$ cat src/rtl/vid_fmt_pkg.sv
package vid_fmt_pkg;
  localparam int CFG_AW    = 8;
  localparam int CFG_DW    = 8;
  localparam int SMP_W     = 10;
  localparam int SHIFT_W   = 4;
  localparam int PULSE_LEN = 4;

  localparam logic [CFG_AW-1:0] ADDR_SYNC = 8'h53;
  localparam logic [CFG_AW-1:0] ADDR_OUT  = 8'h54;
  localparam logic [CFG_DW-1:0] RST_SYNC  = 8'h0C;
  localparam logic [CFG_DW-1:0] RST_OUT   = 8'hF0;

  typedef struct packed {
    logic       gate_clk;
    logic       vs_pulse;
    logic       hs_pulse;
    logic       spare4;
    logic [1:0] spare32;
    logic       vs_pol;
    logic       hs_pol;
  } sync_cfg_t;

  typedef struct packed {
    logic               oe;
    logic               dark_en;
    logic               clk_edge;
    logic               spare4;
    logic [SHIFT_W-1:0] route;
  } out_cfg_t;
endpackage

$ cat src/rtl/vid_cfg_regs.sv
module vid_cfg_regs
  import vid_fmt_pkg::*;
#(
  parameter int AW = CFG_AW,
  parameter int DW = CFG_DW
) (
  input  logic          clk,
  input  logic          rst,
  input  logic          we,
  input  logic [AW-1:0] addr,
  input  logic [DW-1:0] wdata,
  input  logic          frame_act,
  output logic [DW-1:0] rdata,
  output sync_cfg_t     act_sync,
  output out_cfg_t      act_out
);
  logic [DW-1:0] stg_sync, stg_out;

  // staging copies: software-visible, written at any time
  always_ff @(posedge clk) begin
    if (rst) begin
      stg_sync <= RST_SYNC;
      stg_out  <= RST_OUT;
      rdata    <= '0;
    end else begin
      if (we && addr == ADDR_SYNC) stg_sync <= wdata;
      if (we && addr == ADDR_OUT)  stg_out  <= wdata;
      if (addr == ADDR_SYNC)       rdata <= stg_sync;
      else if (addr == ADDR_OUT)   rdata <= stg_out;
      else                         rdata <= '0;
    end
  end

  // active copies: reloaded only between frames
  always_ff @(posedge clk) begin
    if (rst) begin
      act_sync <= sync_cfg_t'(RST_SYNC);
      act_out  <= out_cfg_t'(RST_OUT);
    end else if (!frame_act) begin
      act_sync <= sync_cfg_t'(stg_sync);
      act_out  <= out_cfg_t'(stg_out);
    end
  end

  assert_cfg_hold_R3: assert property (@(posedge clk) disable iff (rst)
    frame_act |=> ($stable(act_sync) && $stable(act_out)));

  assert_bad_addr_R2: assert property (@(posedge clk) disable iff (rst)
    (addr != ADDR_SYNC && addr != ADDR_OUT) |=> rdata == '0);
endmodule

$ cat src/rtl/vid_rotate.sv
module vid_rotate #(
  parameter int W  = 10,
  parameter int SW = 4
) (
  input  logic [W-1:0]  din,
  input  logic [SW-1:0] code,
  output logic [W-1:0]  dout
);
  localparam logic [SW-1:0] LIMIT = SW'(W);
  logic [2*W-1:0] dbl;
  logic [SW-1:0]  amt;

  assign dbl = {din, din};
  assign amt = (code < LIMIT) ? code : '0;

  // out[i] = din[(i - amt) mod W]
  for (genvar i = 0; i < W; i++) begin : g_bit
    assign dout[i] = dbl[i + W - int'(amt)];
  end
endmodule

$ cat src/rtl/vid_sync_gen.sv
module vid_sync_gen #(
  parameter int   PLEN    = 4,
  parameter logic RST_VAL = 1'b1
) (
  input  logic clk,
  input  logic rst,
  input  logic act_in,
  input  logic pulse_mode,
  input  logic pol,
  output logic sync_o
);
  localparam int CW = (PLEN > 2) ? $clog2(PLEN) : 1;
  localparam logic [CW-1:0] LOAD = CW'(PLEN - 1);

  logic          act_d;
  logic [CW-1:0] cnt, cnt_nx;
  logic          fall, pulse_nx;

  always_comb begin
    fall     = act_d & ~act_in;
    pulse_nx = fall | (cnt != '0);
    if (fall)            cnt_nx = LOAD;
    else if (cnt != '0)  cnt_nx = cnt - 1'b1;
    else                 cnt_nx = '0;
  end

  always_ff @(posedge clk) begin
    if (rst) begin
      act_d  <= 1'b0;
      cnt    <= '0;
      sync_o <= RST_VAL;
    end else begin
      act_d  <= act_in;
      cnt    <= cnt_nx;
      if (pulse_mode) sync_o <= pol ? ~pulse_nx : pulse_nx;
      else            sync_o <= pol ? act_in : ~act_in;
    end
  end

  assert_pulse_start_R7: assert property (@(posedge clk) disable iff (rst)
    (pulse_mode && act_d && !act_in) |=> (sync_o != $past(pol)));

  assert_level_R6: assert property (@(posedge clk) disable iff (rst)
    (!pulse_mode) |=> (sync_o == ($past(act_in) ~^ $past(pol))));
endmodule

$ cat src/rtl/vid_port_fmt.sv
module vid_port_fmt
  import vid_fmt_pkg::*;
#(
  parameter int W    = SMP_W,
  parameter int SW   = SHIFT_W,
  parameter int PLEN = PULSE_LEN
) (
  input  logic              clk,
  input  logic              rst,
  input  logic              cfg_we,
  input  logic [CFG_AW-1:0] cfg_addr,
  input  logic [CFG_DW-1:0] cfg_wdata,
  output logic [CFG_DW-1:0] cfg_rdata,
  input  logic [W-1:0]      smp_data,
  input  logic              row_act,
  input  logic              frame_act,
  input  logic              dark_pix,
  output logic [W-1:0]      vid_d,
  output logic              vid_hs,
  output logic              vid_vs,
  output logic              pclk_en,
  output logic              pclk_inv,
  output logic              drv_en
);
  sync_cfg_t     cs;
  out_cfg_t      co;
  logic          pix_ok;
  logic [W-1:0]  routed;

  vid_cfg_regs #(.AW(CFG_AW), .DW(CFG_DW)) cfg_i (
    .clk(clk), .rst(rst), .we(cfg_we), .addr(cfg_addr), .wdata(cfg_wdata),
    .frame_act(frame_act), .rdata(cfg_rdata), .act_sync(cs), .act_out(co)
  );

  assign pix_ok = frame_act & row_act & (~dark_pix | co.dark_en);

  vid_rotate #(.W(W), .SW(SW)) rot_i (
    .din(smp_data), .code(co.route), .dout(routed)
  );

  vid_sync_gen #(.PLEN(PLEN), .RST_VAL(1'b1)) hs_i (
    .clk(clk), .rst(rst), .act_in(pix_ok), .pulse_mode(cs.hs_pulse),
    .pol(cs.hs_pol), .sync_o(vid_hs)
  );

  vid_sync_gen #(.PLEN(PLEN), .RST_VAL(1'b1)) vs_i (
    .clk(clk), .rst(rst), .act_in(frame_act), .pulse_mode(cs.vs_pulse),
    .pol(cs.vs_pol), .sync_o(vid_vs)
  );

  always_ff @(posedge clk) begin
    if (rst) begin
      vid_d    <= '0;
      pclk_en  <= 1'b1;
      pclk_inv <= 1'b1;
      drv_en   <= 1'b1;
    end else begin
      vid_d    <= pix_ok ? routed : '0;
      pclk_en  <= cs.gate_clk ? pix_ok : 1'b1;
      pclk_inv <= co.clk_edge;
      drv_en   <= co.oe;
    end
  end

  assert_idle_zero_R4: assert property (@(posedge clk) disable iff (rst)
    !pix_ok |=> vid_d == '0);

  assert_free_clk_R10: assert property (@(posedge clk) disable iff (rst)
    !cs.gate_clk |=> pclk_en);

  assert_drive_R11: assert property (@(posedge clk) disable iff (rst)
    1'b1 |=> (drv_en == $past(co.oe)));

  assert_dark_mask_R9: assert property (@(posedge clk) disable iff (rst)
    (dark_pix && !co.dark_en) |=> vid_d == '0);
endmodule

$ cat config.mk
export PLATFORM = sky130hd
export DESIGN_NAME = vid_port_fmt
export DESIGN_NICKNAME = d
export VERILOG_FILES = /design/src/rtl/vid_fmt_pkg.sv /design/src/rtl/vid_cfg_regs.sv /design/src/rtl/vid_rotate.sv /design/src/rtl/vid_sync_gen.sv /design/src/rtl/vid_port_fmt.sv
export SDC_FILE = /design/constraint.sdc
export NUM_CORES = 1
export LEC_CHECK = 0
export ABC_AREA = 1
export BUFFER_PORTS_ARGS = -buffer_cell sky130_fd_sc_hd__buf_2
export CORE_MARGIN = 3
export CORE_UTILIZATION = 52
export DETAILED_ROUTE_END_ITERATION = 6
export PLACE_DENSITY_LB_ADDON = 0.2
export SLEW_MARGIN = 10
export SYNTH_ARGS = -nofsm -noshare
export SYNTH_HDL_FRONTEND = slang
export SYNTH_HIERARCHICAL = 1
export SYNTH_SLANG_ARGS = --single-unit
$ cat constraint.sdc
create_clock -name clk -period 1.85 [get_ports clk]
set_clock_uncertainty 0.05 [all_clocks]
set_input_delay 0.37 -clock clk [delete_from_list [all_inputs] [get_ports clk]]
set_output_delay 0.37 -clock clk [all_outputs]
set_load 0.02 [all_outputs]
# Word-level counts from Yosys, hierarchy flattened
# Cells that the tools add are included.
[word_totals] ff_bits=57 out_inout_bits=23 in_bits=32
[classes] magnitude_cmp=11 n_bitwise=13 reduce_logical=6 n_mux=43 add_sub_neg=12 n_eq_ne=2
[ops] op="32-bit by 7-bit less-than comparator with 1-bit output (second input constant)" count=10
[ops] op="1-bit binary-select mux with 5-bit select" count=10
[ops] op="4-bit by 4-bit subtractor with 5-bit output (first input constant)" count=6
[ops] op="1-bit two-way mux" count=26
[ops] op="5-bit by 4-bit subtractor with 6-bit output (first input constant)" count=4
[ops] op="8-bit by 7-bit equality test with 1-bit output (second input constant)" count=2
[ops] op="8-bit two-way mux" count=2
[ops] op="2-bit two-way mux" count=4
[ops] op="1-bit NOT" count=6
[ops] op="1-bit AND" count=4
[ops] op="4-bit less-than comparator (second input constant)" count=1
[ops] op="4-bit two-way mux" count=1
[ops] op="2-bit nonzero test" count=2
[ops] op="2-bit OR reduction" count=2
[ops] op="2-bit by 1-bit subtractor with 2-bit output (second input constant)" count=2
[ops] op="1-bit bitwise OR" count=3
[ops] op="1-bit logical AND" count=2

# Depth between registers and ports, before layout
[depth] word_depth=9 ltp_mapped=14 depth_no_buf=12

# Modules after synthesis
# The synthesis kept the hierarchy.
[by_module_without_submodules] module="vid_cfg_regs" cells_each=226 seq_area_each_um2=800.8 instances=1 area_each_um2=1736.7
[by_module_without_submodules] module="vid_rotate" cells_each=224 seq_area_each_um2=0.0 instances=1 area_each_um2=1071.0
[by_module_without_submodules] module="vid_port_fmt" cells_each=44 seq_area_each_um2=260.2 instances=1 area_each_um2=399.1
[by_module_without_submodules] module="vid_sync_gen" cells_each=22 seq_area_each_um2=80.1 instances=2 area_each_um2=157.7

# Worst setup path before layout
# Ideal clock, no wire load.
[synth_timing] path_kind="reg2reg" startpoint="reg cfg_i/act_out[1] (netlist name)" endpoint="reg vid_d[2]" path_slack_ns=-0.121 stages_incl_launch_ff=15 n_path_buf=2 period_less_slack_ns=1.971 t_arrival_ns=1.856 path_cell_list="dfxtp_1 > buf_6 > o21ai_4 > buf_6 > nand2_4 > ha_1 > xor2_2 > inv_2 > nor2_1 > nand2_1 > nand3_1 > nor2_1 > nor2_1 > inv_1 > nor2_1"
[synth_between] elab_chain_cells=6
[synth_lines] item="start: declaration" line="vid_cfg_regs.sv:15" source="output out_cfg_t act_out"
[synth_lines] item="start signal: assignment" line="vid_cfg_regs.sv:38" source="act_out <= out_cfg_t'(RST_OUT);"
[synth_lines] item="start signal: assignment" line="vid_cfg_regs.sv:41" source="act_out <= out_cfg_t'(stg_out);"
[synth_lines] item="4-bit less-than comparator" line="vid_rotate.sv:14" source="assign amt = (code < LIMIT) ? code : '0;"
[synth_lines] item="4-bit two-way mux (*)" line="vid_rotate.sv:14"
[synth_lines] item="4-bit by 4-bit subtractor with 5-bit output (*)" line="vid_rotate.sv:18" source="assign dout[i] = dbl[i + W - int'(amt)];"
[synth_lines] item="1-bit binary-select mux with 5-bit select (*)" line="vid_rotate.sv:18"
[synth_lines] item="1-bit two-way mux (implied by the code) (*) (2 in series)" line="vid_rotate.sv:18"
[synth_lines] item="named net routed[2]" line="vid_port_fmt.sv:28" source="logic [W-1:0] routed;"
[synth_lines] item="end signal: assignment" line="vid_port_fmt.sv:58" source="vid_d <= pix_ok ? routed : '0;"
[synth_lines] item="end: declaration" line="vid_port_fmt.sv:18" source="output logic [W-1:0] vid_d,"
# The timed path passes the listed nets; every way through them passes the cells marked *. The select of a mux whose other input is x is not followed.
# A chain may end at the register's enable or synchronous reset.

# Worst setup path after layout
[layout_timing] startpoint="reg cfg_i/act_out[2] (netlist name)" endpoint="reg vid_d[2]"
# Same word-level chain as after synthesis.

==> flow_summary.json <==
{
  "max_stage_delay_ns": 0.36,
  "postCtsHoldBufs": 0,
  "wl_per_cell_um": 12.37,
  "maxCapViolCount": 0,
  "critPathCaptureType": "flop",
  "p_clk_frac": 0.401,
  "crit_fanout": 5,
  "crit_path_start": "cfg_i/act_out[2]",
  "max_freq_mhz": 557.4,
  "coreArea_um2": 6131,
  "cts_buffer_depth": 2,
  "status": "completed",
  "grt_pass1_vias": 3233,
  "cts-buffers-inserted": 9,
  "grt_overflow": 0,
  "cts-htree-levels": 3,
  "slew_viol_final": 0,
  "cp_slowest_cell": "dfxtp_4",
  "final_cell_mix": "nand2_1 (123), inv_1 (82), nand3_1 (75)",
  "core.rowCount": 28,
  "critPathKind": "flop to flop",
  "rr_worst_depth": 12,
  "grt_usage": 0.2303,
  "peakVddDrop_v": 0.0007839,
  "io_buffers": 54,
  "synth_area_um2": 3395,
  "wl_um": 8254,
  "relSlewSlack": 0.6668,
  "timing.rr.start": "cfg_i/act_out[2]",
  "p_per_area_nw_per_um2": 768.4,
  "mostFrequentLayoutCell": "nand2_1",
  "fin_util": 0.6743,
  "comb_power_share": 0.196,
  "die_y_um": 86.80,
  "die_area_um2": 7533,
  "place.gp.congestion": 0.9443,
  "p_seq_frac": 0.404,
  "fin_crit_sh": 0.9698,
  "clock-sinks": 57,
  "grt_pass1_wl_um": 13900,
  "diodes": 0,
  "grt_max_degree": 22,
  "min_path_type": "primary input to flop",
  "r2r_end": "vid_d[2]",
  "crit_required_ns": 2.07,
  "swShare": 0.2834,
  "hold_viol": 0,
  "rsz0062_at_grt": "yes",
  "antenna_left": 0,
  "vias_per_cell": 5.051,
  "period_minus_slack_ns": 1.794,
  "cpLargestDelayFamily": "simple AND/OR/NAND/NOR gates",
  "final_nets": 624,
  "synth.avg_cell_area_um2": 6.490,
  "clk_latency_ns": 0.33,
  "reg2reg_slack_ns": 0.06,
  "vias": 3369,
  "setup_viol": 0,
  "clk_pin_slew_ns": 0.07,
  "worst_pin_slew_ns": 0.4992,
  "hpwlAfterDp_um": 6000,
  "dp_cells": 647,
  "cp-start-kind": "flop",
  "crit_chain": "o21ai_4 > nand2_2 > ha_4 > xor2_4 > inv_4 > nand3_2 > nand2_2 > nor2_4 > nor2_2 > nor2_1 > inv_1 > nor2_1",
  "synthToLayoutAreaGrowth_pct": 21.78,
  "path_buf_inv": 2,
  "antenna_found_initial": 0,
  "cts_root_buf": "clkbuf_8",
  "route.detailed.drc": 0,
  "worst-path-stages": 12,
  "fin_cells": 667,
  "synthCells": 523,
  "p_switching_mw": 0.9003,
  "ios": 55,
  "dieWidth_um": 86.80,
  "power_leakage_nw": 2.184,
  "layout-drive-gt1-share": 0.2939,
  "worstSetupEndpoint": "vid_d[2]",
  "first_pass_iters": 5,
  "drtIter0Drc": 162,
  "holdCritStartpoint": "cfg_wdata[7]",
  "cp.arrival_ns": 2.01,
  "synth_warnings": 6,
  "tritoncts": "built",
  "syn_nets": 559,
  "initial_core_util": 0.5537,
  "internal-power_mw": 2.276
}
cell type report:
type / instances / area, um^2
fill: 567 / 1997
multi-input combinational: 362 / 1948
tap: 75 / 93.84
clock buffer: 10 / 137.6
timing repair buffer: 69 / 386.6
sequential: 57 / 1147
clock inverter: 5 / 78.83
inverter: 89 / 341.6
timing repair:
item / in CTS / in global routing
resized for setup: 0 / 42
setup endpoints to repair: 0 / 9
buffers inserted: 0 / 5
worst min path at each step:
stage,to,depth (start not counted)
2_1_floorplan,pclk_en,1
3_3_place_gp,pclk_en,1
3_5_place_dp,pclk_en,1
4_1_cts,cfg_i/stg_out[7],3
5_1_grt,cfg_i/stg_out[6],3
6_report,cfg_i/stg_out[7],3
layer usage:
layer  up-vias  wire length (um)  global-route usage
li1       1757                 -                   -
met1      1484              3418              0.2512
met2       108              4199              0.4134
met3        20               420             0.05798
met4         0               216              0.1076
met5         -                 0                   0
state kept, by name (all words and copies together), names as in the netlist:
register and cells:
drv_en 1, cfg_i/stg_sync 8, vs_i/sync_o 1, cfg_i/act_out 7, vs_i/cnt 2, cfg_i/rdata 8
cfg_i/act_sync 5, pclk_en 1, vid_d 10, hs_i/act_d 1, pclk_inv 1, hs_i/sync_o 1
hs_i/cnt 2, cfg_i/stg_out 8, vs_i/act_d 1
tightest hold or removal path: stages:
cell     delay (ns)
buf_2          0.09
nand3_1        0.07
nand3_1        0.07
power groups by stage:
| stage | Sequential [mW] | Clock (mW) | Combinational [mW] |
|---|---|---|---|
| finish | 1.28 | 1.27 | 0.622 |
| global route | 1.29 | 1.35 | 0.699 |
| floorplan | 1.32 | 0 | 0.395 |
| detailed placement | 1.31 | 0 | 0.557 |
| global placement | 1.31 | 0 | 0.556 |
| CTS | 1.28 | 1.30 | 0.561 |
through the flow:
step	hold slack (ns)	setup WS, ns	setup TNS (ns)	power [mW]	cell area [um^2]
global route	0.2595	-0.05338	-0.1524	3.336	4134
finish	0.2493	0.05585	0	3.177	4134
global placement	0.3547	0.08941	0	1.865	3741
CTS	0.2313	0.03251	0	3.147	3958
detailed placement	0.3692	0.05031	0	1.867	3741
floorplan	0.3280	0.02442	0	1.719	3421
No activity file was read; power rests on OpenSTA's default activity.
